<file path="src/rtl/flash_seq_pkg.sv">
package flash_seq_pkg;

  typedef enum logic [2:0] {
    OP_NONE        = 3'd0,
    OP_PROGRAM     = 3'd1,
    OP_CHIP_ERASE  = 3'd2,
    OP_BLOCK_ERASE = 3'd3,
    OP_PAGE_ERASE  = 3'd4,
    OP_LOCK_SET    = 3'd5
  } opKind_e;

  typedef enum logic [2:0] {
    S_IDLE,
    S_UNL1,
    S_UNL2,
    S_SETUP,
    S_UNL3,
    S_UNL4,
    S_PROG
  } seqState_e;

  typedef struct packed {
    logic    fire;
    opKind_e kind;
    logic    setId;
    logic    clrId;
  } seqStrobe_t;

  localparam int CMP_AW = 15;
  localparam int CMP_DW = 8;

  localparam logic [CMP_AW-1:0] KEY_ADDR_A = 15'h5555;
  localparam logic [CMP_AW-1:0] KEY_ADDR_B = 15'h2AAA;

  localparam logic [CMP_DW-1:0] CODE_UNLOCK_A = 8'hAA;
  localparam logic [CMP_DW-1:0] CODE_UNLOCK_B = 8'h55;
  localparam logic [CMP_DW-1:0] CODE_PROGRAM  = 8'hA0;
  localparam logic [CMP_DW-1:0] CODE_SETUP    = 8'h80;
  localparam logic [CMP_DW-1:0] CODE_ID_ENTER = 8'h90;
  localparam logic [CMP_DW-1:0] CODE_ID_EXIT  = 8'hF0;
  localparam logic [CMP_DW-1:0] CODE_CHIP     = 8'h10;
  localparam logic [CMP_DW-1:0] CODE_BLOCK    = 8'h30;
  localparam logic [CMP_DW-1:0] CODE_PAGE     = 8'h50;
  localparam logic [CMP_DW-1:0] CODE_LOCK     = 8'h40;

endpackage

</file>
<file path="src/rtl/flash_bus_sampler.sv">
module flash_bus_sampler #(
  parameter int ADDR_W        = 18,
  parameter int DATA_W        = 16,
  parameter int SYNC_STAGES   = 2,
  parameter int MIN_WE_CYCLES = 3
) (
  input  logic              clk,
  input  logic              rstN,
  input  logic              ceN,
  input  logic              oeN,
  input  logic              weN,
  input  logic [ADDR_W-1:0] addr,
  input  logic [DATA_W-1:0] data,
  output logic              wrStrobe,
  output logic [ADDR_W-1:0] wrAddr,
  output logic [DATA_W-1:0] wrData,
  output logic              rdStrobe
);

  localparam int CNT_W = $clog2(MIN_WE_CYCLES + 1);
  localparam logic [CNT_W-1:0] CNT_MIN = CNT_W'(MIN_WE_CYCLES);

  logic [SYNC_STAGES-1:0] ceSync, oeSync, weSync;
  logic ceS, oeS, weS;
  logic wrActive, rdActive, wrPrev, rdPrev;
  logic [CNT_W-1:0] widthCnt;
  logic [ADDR_W-1:0] addrHold;

  // Synchroniser chains for the three asynchronous strobes.
  always_ff @(posedge clk or negedge rstN) begin
    if (!rstN) begin
      ceSync <= '1;
      oeSync <= '1;
      weSync <= '1;
    end else begin
      ceSync <= {ceSync[SYNC_STAGES-2:0], ceN};
      oeSync <= {oeSync[SYNC_STAGES-2:0], oeN};
      weSync <= {weSync[SYNC_STAGES-2:0], weN};
    end
  end

  assign ceS = ceSync[SYNC_STAGES-1];
  assign oeS = oeSync[SYNC_STAGES-1];
  assign weS = weSync[SYNC_STAGES-1];

  // A write needs output enable inactive; a read is both enables low.
  assign wrActive = ~ceS & ~weS & oeS;
  assign rdActive = ~ceS & ~oeS;

  always_ff @(posedge clk or negedge rstN) begin
    if (!rstN) begin
      wrPrev   <= 1'b0;
      rdPrev   <= 1'b0;
      widthCnt <= '0;
      addrHold <= '0;
    end else begin
      wrPrev <= wrActive;
      rdPrev <= rdActive;
      if (wrActive) begin
        if (!wrPrev) begin
          widthCnt <= CNT_W'(1);
          addrHold <= addr;
        end else if (widthCnt != CNT_MIN) begin
          widthCnt <= widthCnt + CNT_W'(1);
        end
      end
    end
  end

  // End of pulse: address from the start, data from the bus now.
  assign wrStrobe = wrPrev & ~wrActive & (widthCnt >= CNT_MIN);
  assign wrAddr   = addrHold;
  assign wrData   = data;
  assign rdStrobe = rdActive & ~rdPrev;

endmodule

</file>
<file path="src/rtl/flash_seq_ctrl.sv">
module flash_seq_ctrl
  import flash_seq_pkg::*;
(
  input  logic              clk,
  input  logic              rstN,
  input  logic              wrStrobe,
  input  logic [CMP_AW-1:0] cmpAddr,
  input  logic [CMP_DW-1:0] cmpData,
  input  logic              rdStrobe,
  input  logic              busy,
  input  logic              idMode,
  output seqStrobe_t        strobe
);

  seqState_e state, nxt;
  logic atKeyA, atKeyB;

  assign atKeyA = (cmpAddr == KEY_ADDR_A);
  assign atKeyB = (cmpAddr == KEY_ADDR_B);

  always_comb begin
    nxt    = state;
    strobe = '0;
    if (busy) begin
      nxt = S_IDLE;
    end else if (rdStrobe) begin
      nxt = S_IDLE;
    end else if (wrStrobe) begin
      unique case (state)
        S_IDLE: begin
          if (idMode && cmpData == CODE_ID_EXIT) strobe.clrId = 1'b1;
          else if (atKeyA && cmpData == CODE_UNLOCK_A) nxt = S_UNL1;
        end
        S_UNL1:  nxt = (atKeyB && cmpData == CODE_UNLOCK_B) ? S_UNL2 : S_IDLE;
        S_UNL2: begin
          nxt = S_IDLE;
          if (atKeyA) begin
            case (cmpData)
              CODE_PROGRAM:  nxt = S_PROG;
              CODE_SETUP:    nxt = S_SETUP;
              CODE_ID_ENTER: strobe.setId = 1'b1;
              CODE_ID_EXIT:  strobe.clrId = 1'b1;
              default:       nxt = S_IDLE;
            endcase
          end
        end
        S_SETUP: nxt = (atKeyA && cmpData == CODE_UNLOCK_A) ? S_UNL3 : S_IDLE;
        S_UNL3:  nxt = (atKeyB && cmpData == CODE_UNLOCK_B) ? S_UNL4 : S_IDLE;
        S_UNL4: begin
          nxt = S_IDLE;
          if (cmpData == CODE_BLOCK) begin
            strobe.fire = 1'b1;
            strobe.kind = OP_BLOCK_ERASE;
          end else if (cmpData == CODE_PAGE) begin
            strobe.fire = 1'b1;
            strobe.kind = OP_PAGE_ERASE;
          end else if (atKeyA && cmpData == CODE_CHIP) begin
            strobe.fire = 1'b1;
            strobe.kind = OP_CHIP_ERASE;
          end else if (atKeyA && cmpData == CODE_LOCK) begin
            strobe.fire = 1'b1;
            strobe.kind = OP_LOCK_SET;
          end
        end
        S_PROG: begin
          nxt         = S_IDLE;
          strobe.fire = 1'b1;
          strobe.kind = OP_PROGRAM;
        end
        default: nxt = S_IDLE;
      endcase
    end
  end

  always_ff @(posedge clk or negedge rstN) begin
    if (!rstN) state <= S_IDLE;
    else       state <= nxt;
  end

endmodule

</file>
<file path="src/rtl/flash_seq_datapath.sv">
module flash_seq_datapath
  import flash_seq_pkg::*;
#(
  parameter int              ADDR_W   = 18,
  parameter int              DATA_W   = 16,
  parameter logic [15:0]     MFR_CODE = 16'h00DA,
  parameter logic [15:0]     DEV_CODE = 16'h003D
) (
  input  logic              clk,
  input  logic              rstN,
  input  seqStrobe_t        strobe,
  input  logic [ADDR_W-1:0] wrAddr,
  input  logic [DATA_W-1:0] wrData,
  input  logic [ADDR_W-1:0] addr,
  output logic              opValid,
  output logic [2:0]        opKind,
  output logic [ADDR_W-1:0] opAddr,
  output logic [DATA_W-1:0] opData,
  output logic              idMode,
  output logic [DATA_W-1:0] idWord
);

  localparam logic [ADDR_W-1:0] ADDR_MFR = '0;
  localparam logic [ADDR_W-1:0] ADDR_DEV = ADDR_W'(1);

  always_ff @(posedge clk or negedge rstN) begin
    if (!rstN) begin
      opValid <= 1'b0;
      opKind  <= OP_NONE;
      opAddr  <= '0;
      opData  <= '0;
      idMode  <= 1'b0;
    end else begin
      opValid <= strobe.fire;
      if (strobe.fire) begin
        opKind <= strobe.kind;
        opAddr <= wrAddr;
        opData <= wrData;
      end
      if (strobe.setId)      idMode <= 1'b1;
      else if (strobe.clrId) idMode <= 1'b0;
    end
  end

  always_comb begin
    idWord = '0;
    if (idMode) begin
      if (addr == ADDR_MFR)      idWord = DATA_W'(MFR_CODE);
      else if (addr == ADDR_DEV) idWord = DATA_W'(DEV_CODE);
    end
  end

endmodule

</file>
<file path="src/rtl/flash_cmd_seq.sv">
module flash_cmd_seq
  import flash_seq_pkg::*;
#(
  parameter int          ADDR_W        = 18,
  parameter int          DATA_W        = 16,
  parameter int          SYNC_STAGES   = 2,
  parameter int          MIN_WE_CYCLES = 3,
  parameter logic [15:0] MFR_CODE      = 16'h00DA,
  parameter logic [15:0] DEV_CODE      = 16'h003D
) (
  input  logic              clk,
  input  logic              rstN,
  input  logic              ceN,
  input  logic              oeN,
  input  logic              weN,
  input  logic [ADDR_W-1:0] addr,
  input  logic [DATA_W-1:0] data,
  input  logic              busy,
  output logic              opValid,
  output logic [2:0]        opKind,
  output logic [ADDR_W-1:0] opAddr,
  output logic [DATA_W-1:0] opData,
  output logic              idMode,
  output logic [DATA_W-1:0] idWord
);

  logic              wrStrobe, rdStrobe;
  logic [ADDR_W-1:0] wrAddr;
  logic [DATA_W-1:0] wrData;
  seqStrobe_t        strobe;

  flash_bus_sampler #(
    .ADDR_W(ADDR_W), .DATA_W(DATA_W),
    .SYNC_STAGES(SYNC_STAGES), .MIN_WE_CYCLES(MIN_WE_CYCLES)
  ) uSampler (
    .clk(clk), .rstN(rstN), .ceN(ceN), .oeN(oeN), .weN(weN),
    .addr(addr), .data(data),
    .wrStrobe(wrStrobe), .wrAddr(wrAddr), .wrData(wrData), .rdStrobe(rdStrobe)
  );

  flash_seq_ctrl uCtrl (
    .clk(clk), .rstN(rstN), .wrStrobe(wrStrobe),
    .cmpAddr(wrAddr[CMP_AW-1:0]), .cmpData(wrData[CMP_DW-1:0]),
    .rdStrobe(rdStrobe), .busy(busy), .idMode(idMode), .strobe(strobe)
  );

  flash_seq_datapath #(
    .ADDR_W(ADDR_W), .DATA_W(DATA_W), .MFR_CODE(MFR_CODE), .DEV_CODE(DEV_CODE)
  ) uPath (
    .clk(clk), .rstN(rstN), .strobe(strobe), .wrAddr(wrAddr), .wrData(wrData),
    .addr(addr), .opValid(opValid), .opKind(opKind), .opAddr(opAddr),
    .opData(opData), .idMode(idMode), .idWord(idWord)
  );

endmodule

</file>
<file path="config.mk">
export PLATFORM = sky130hd
export DESIGN_NAME = flash_cmd_seq
export DESIGN_NICKNAME = d
export VERILOG_FILES = /design/src/rtl/flash_seq_pkg.sv /design/src/rtl/flash_bus_sampler.sv /design/src/rtl/flash_seq_ctrl.sv /design/src/rtl/flash_seq_datapath.sv /design/src/rtl/flash_cmd_seq.sv
export SDC_FILE = /design/constraint.sdc
export NUM_CORES = 1
export LEC_CHECK = 0
export BUFFER_PORTS_ARGS = -buffer_cell sky130_fd_sc_hd__buf_2
export CAP_MARGIN = 25
export CORE_ASPECT_RATIO = 0.7
export CORE_UTILIZATION = 46
export DETAILED_ROUTE_END_ITERATION = 10
export MAX_ROUTING_LAYER = met4
export PLACE_DENSITY = 0.75
export SYNTH_ARGS = -nofsm -noshare
export SYNTH_HDL_FRONTEND = slang
export SYNTH_SLANG_ARGS = --single-unit
</file>
<file path="constraint.sdc">
create_clock -name clk -period 2.2 [get_ports clk]
set_input_delay 0.22 -clock clk [delete_from_list [all_inputs] [get_ports clk]]
set_output_delay 0.22 -clock clk [all_outputs]
set_load 0.01 [all_outputs]
</file>
# Yosys cells after proc, flatten, opt, wreduce, memory -nomap -nowiden
# Index checks and enable logic that the tools add are counted.
[classes]
n_eq_ne = 23
muxes = 32
n_bitwise = 12
addsub = 1
order_cmp = 1
n_reduce_logical = 12
[op_table]
columns = ["operator", "n"]
rows = [
  ["$eq 8x8->1 const B", 5],
  ["$mux 16", 2],
  ["$eq 8x7->1 const B", 3],
  ["$mux 3", 8],
  ["$mux 6", 4],
  ["$eq 18x1->1 const B", 1],
  ["$logic_not 18->1", 1],
  ["$mux 4", 4],
  ["$eq 15x14->1 const B", 1],
  ["$eq 15x15->1 const B", 1],
  ["$pmux 3 s5", 1],
  ["$eq 3x3->1 const B", 3],
  ["$eq 8x5->1 const B", 1],
  ["$eq 8x6->1 const B", 1],
  ["$mux 2", 4],
  ["$pmux 4 s2", 1],
  ["$and 1x1->1", 6],
  ["$eq 3x2->1 const B", 2],
  ["$mux 1", 6],
  ["$not 1->1", 6],
  ["$pmux 3 s2", 1],
  ["$logic_and 1x1->1", 5],
  ["$ne 2x2->1 const B", 2],
  ["$ne 4x3->1 const B", 1],
  ["other kinds (10)", 11],
]
[word_totals]
word_cells = 94
ff_bits = 70
out_inout_bits = 55
inputBits = 40

# Depth between registers and ports, before layout
[logic_depth]
depth_word = 12
mapped_depth = 9

# By module
# A second synthesis with hierarchy kept.
[hier_totals]
cells_unflattened = 261
area_unflattened_um2 = 3564.7
[by_module_without_submodules]
columns = ["mod", "n_inst", "seq_area_each_um2", "area_each_um2", "cells_each"]
rows = [
  ["flash_seq_datapath", 1, 975.9, 1751.7, 107],
  ["flash_bus_sampler", 1, 708.2, 1196.1, 80],
  ["flash_seq_ctrl", 1, 75.1, 616.8, 74],
]

# Worst setup path before layout
# OpenSTA, ideal clock, no wires.
[synth_path]
path_type = "register -> register"
startpoint = "register uSampler.addrHold[1], in the netlist uSampler.wrAddr[1]"
endpoint = "register uPath.opAddr[10]"
period_less_slack_ps = 2387
setup_slack_ps = -187
path_buffers = 2
stages_incl_launch_ff = 8
setup_ps = 127
arrival_ps = 2260
path_cell_list = "dfrtp_1 > or4b_4 > nor4_4 > nand4_1 > a31oi_2 > buf_6 > buf_8 > mux2_1"
[synth_between]
elab_chain_len = 10
[synth_lines]
columns = ["item", "line", "source"]
rows = [
  ["from (decl)", "flash_bus_sampler.sv:27", "logic [ADDR_W-1:0] addrHold;"],
  ["from (signal assigned)", "flash_bus_sampler.sv:62", "addrHold <= addr;"],
  ["$eq 15x15->1 (*)", "flash_seq_ctrl.sv:18", "assign atKeyA = (cmpAddr == KEY_ADDR_A);"],
  ["$logic_and 1x1->1", "flash_seq_ctrl.sv:60", "end else if (atKeyA && cmpData == CODE_LOCK) begin"],
  ["$mux 4", "flash_seq_ctrl.sv:60", ""],
  ["$mux 4 (*)", "flash_seq_ctrl.sv:57", "end else if (atKeyA && cmpData == CODE_CHIP) begin"],
  ["$mux 4 (*)", "flash_seq_ctrl.sv:54", "end else if (cmpData == CODE_PAGE) begin"],
  ["$mux 4 (*)", "flash_seq_ctrl.sv:51", "if (cmpData == CODE_BLOCK) begin"],
  ["$pmux 4 s2 (*)", "flash_seq_ctrl.sv:29", "unique case (state)"],
  ["$mux 6 (*)", "flash_seq_ctrl.sv:28", "end else if (wrStrobe) begin"],
  ["$mux 6 (*)", "flash_seq_ctrl.sv:26", "end else if (rdStrobe) begin"],
  ["$mux 6 (*)", "flash_seq_ctrl.sv:24", "if (busy) begin"],
  ["to (signal assigned)", "flash_seq_datapath.sv:37", "opAddr <= wrAddr;"],
  ["to (decl)", "flash_seq_datapath.sv:17", "output logic [ADDR_W-1:0] opAddr,"],
]
# Mark *: on every way between the ends. The rest lies on a longest branch, timed or not.
# A chain may end at the register's enable or synchronous reset.

# Worst setup path after layout
[layout_path]
startpoint = "register uSampler.addrHold[9], in the netlist uSampler.wrAddr[9]"
endpoint = "register uPath.opData[8]"
[layout_between]
elab_chain_len = 10
[layout_lines]
columns = ["item", "line", "source"]
rows = [
  ["$eq 15x15->1 (*)", "flash_seq_ctrl.sv:18", ""],
  ["$logic_and 1x1->1", "flash_seq_ctrl.sv:60", ""],
  ["$mux 4", "flash_seq_ctrl.sv:60", ""],
  ["$mux 4 (*)", "flash_seq_ctrl.sv:57", ""],
  ["$mux 4 (*)", "flash_seq_ctrl.sv:54", ""],
  ["$mux 4 (*)", "flash_seq_ctrl.sv:51", ""],
  ["$pmux 4 s2 (*)", "flash_seq_ctrl.sv:29", ""],
  ["$mux 6 (*)", "flash_seq_ctrl.sv:28", ""],
  ["$mux 6 (*)", "flash_seq_ctrl.sv:26", ""],
  ["$mux 6 (*)", "flash_seq_ctrl.sv:24", ""],
  ["to (signal assigned)", "flash_seq_datapath.sv:38", "opData <= wrData;"],
  ["to (decl)", "flash_seq_datapath.sv:18", "output logic [DATA_W-1:0] opData,"],
]
# Marks and branches as above.

==> metrics.md <==
| Metric | Value |
|---|---|
| First-pass GRT wire length | `11.2 mm` |
| Fmax | `436 MHz` |
| Power per cell area | `roughly 660 mW/mm2` |
| Max-slew headroom | `57.0%` |
| Commonest non-fill, non-tap cell in the layout | `buf_2` |
| Hold Vio Cnt, Final | `0` |
| Clk buf depth | `2` |
| Diodes inserted | `0` |
| H-Tree Depth | `3` |
| Ratio of final minimum period to clock period | `104%` |
| I/O Buffers | `86` |
| HP Class | `input pin to register` |
| Final setup vio count | `35` |
| Final WL | `6.82 mm` |
| DPL Wire Length | `5.02 mm` |
| Delay-heaviest family, CP | `simple AND/OR/NAND/NOR gates` |
| Setup TNS | `-2.41 ns` |
| Synth-to-Final Area Change | `24.8%` |
| Clk slew on worst S/H paths | `0.07 ns` |
| RSZ-0062 raised after global routing | `true` |
| Synth Warn # | `0` |
| Worst Min Path Start | `data[15]` |
| Vias | `2,274` |
| Slew of the pin with the lowest slew margin | `~0.65 ns` |
| Initial antenna violation count | `0` |
| Share of cells above drive strength 1 | `46.4%` |
| Leakage power | `2.03 nW` |
| Die X | `just over 100 um` |
| Crit path DAT | `between 2 and 3 ns` |
| Final Slew Violations | `0` |
| Starting Density | `about half` |
| CP Max Fanout | `30` |
| DRC errors left | `0` |
| Root Buffer | `clkbuf_8` |
| Placer congestion estimate | `0.860` |
| Seq/Total Area, Yosys | `between 50% and 60%` |
| Total track usage | `21.6%` |
| Slowest-stage cell, CP | `or4bb_1` |
| Full die area | `0.00720 mm2` |
| I/O pin total | `95` |
| Failing checks | `setup timing` |
| Clk Latency, worst-skew pair | `0.34 ns` |
| Worst setup SP type | `register` |
| Initial DRC Count | `99` |
| Post-synth EDFFs | `0` |
| Vias per cell | `around 5.1` |
| Post-synth ARST share | `100%` |
| Post-Syn Area | `0.00315 mm2` |
| Vias in the first global route | `2,235` |
| CP Class | `register to register` |
| Routed Antenna Nets | `0` |
| TritonCTS clock tree | `built` |
| CP cell instances | `or4bb_1 > nor4_4 > nand4_1 > a31oi_4 > buf_12 > mux2_2` |
| GRT Residual Overflow | `0` |
| Core area | `about 0.0064 mm2` |
| FP Rows | `24` |
| Outcome | `finished with violations` |
| Largest net degree at the start of global routing | `45` |
| Worst Setup SP | `uSampler.wrAddr[9]` |
| Most frequent cells in the layout | `buf_2, dfrtp_1, mux2_2` |
| Worst R2R Start | `uSampler.wrAddr[9]` |
| CTS Buf Count | `9` |
| Worst Skew | `~0.0067 ns` |
| Final #Nets | `a little under 400` |
| Mapped Cells | `244` |
| Crit path buf inv count | `1` |
| Die Y-Extent | `slightly above 70 um` |
| Wirelength per Cell | `between 15 and 20 um` |
| Clock net sink count | `70` |
| Synth Flop Type | `dfrtp_1` |
| Endpoint type of the worst setup path | `register` |
| Mean Syn Cell Area | `about 13 um2` |
| Flop and latch count out of synthesis | `70` |
| Maximum Capacitance Violations | `0` |
| Total iterations of the first detailed-routing run | `5` |
| Critical path's largest stage delay | `0.55 ns` |
| Yosys cell types | `47` |
| Final min period | `roughly 2.3 ns` |
| Final Util | `61.2%` |
| VDD IR max | `392 uV` |
| Required time worst endpoint | `2.42 ns` |
| Final worst slack | `-0.0918 ns` |
metal layers:
metal  vias to the layer above  global-route usage, %  share of wire (%)
met1                      1103                   28.1                 46
met5                         -                      -                  0
met2                        94                   32.4                 46
met3                        11                   6.34                7.0
li1                       1066                      -                  -
met4                         0                   8.21                1.5
cells by family (layout without fill, tap and decap cells):
kind of cell    after synthesis  count (layout)  synth area share, %
flops                        70              70                 55.8
other cells                   1               8                0.119
compound gates               19              19                 4.24
mux                          55              55                 19.6
simple gates                 68              68                 13.2
xor+xnor                      3               3                0.833
fa+ha+maj                     1               1                0.397
buf+inv                      27             127                 5.83
through the flow:
step	hold WS (ns)	instances	area, um2	setup slack (ns)	total power, W
after floorplan	-0.0756	251	3190	-0.114	0.00159
after global placement	0.274	422	3730	-0.0129	0.00174
after detailed placement	0.282	422	3730	-0.104	0.00175
after CTS	0.0901	442	3930	-0.113	0.00264
after global routing	0.0905	442	3940	-0.160	0.00274
final	0.0992	442	3940	-0.0918	0.00261
registers in the layout, indices dropped and copies added, names as in the netlist:
name	cells
uCtrl.state	3
uPath.opData	16
uPath.idMode	1
uPath.opAddr	18
uPath.opKind	3
uSampler.widthCnt	2
uSampler.ceSync	2
uSampler.wrPrev	1
uSampler.oeSync	2
uSampler.rdPrev	1
uSampler.weSync	2
uSampler.wrAddr	18
uPath.opValid	1
cell type report:
type                            instances  area (um2)
Fill cell                             541        2490
Sequential cell                        70        1760
Multi-Input combinational cell        154        1260
Timing Repair Buffer                  108         631
Clock buffer                           15         156
Tap cell                               91         114
Inverter                                3        11.3
Clock inverter                          1        5.00
power by group:
part	internal [W]	total [W]	switching (W)	leakage, nW
clock	0.000441	0.000882	0.000441	0.0817
combinational	0.000162	0.000300	0.000138	1.04
sequential	0.00137	0.00143	0.0000587	0.908
timing repair:
item,in CTS,in global routing
hold buffers,4,0
gates resized for setup,0,1
endpoints found under the setup margin,35,39
hold endpoints to repair,29,0
buffers inserted,0,0
worst paths after layout:
path / to / cells after the start / slack, ns
setup / recovery: uPath.opData[8] / 6 / -0.09
hold / removal: uPath.opData[15] / 2 / 0.1
setup reg to reg: uPath.opData[8] / 6 / -0.09
hold reg to reg: uSampler.oeSync[1] / 0 / 0.36
max in group asynchronous: uSampler.weSync[1] / 3 / 1.05
min in group asynchronous: uPath.opData[4] / 2 / 0.45
synth_stat cells, types with 5 or more instances:
cell type	n	area [um2]
buf_4	14	105
clkbuf_1	7	26.3
dfrtp_1	64	1600
dfstp_2	6	158
mux2_1	17	191
mux2_2	36	405
nand2_1	10	37.5
nand4_1	5	31.3
nor2_1	14	52.6
nor3_1	6	30.0
o21ai_0	6	30.0
(Power assumes the default switching activity.)
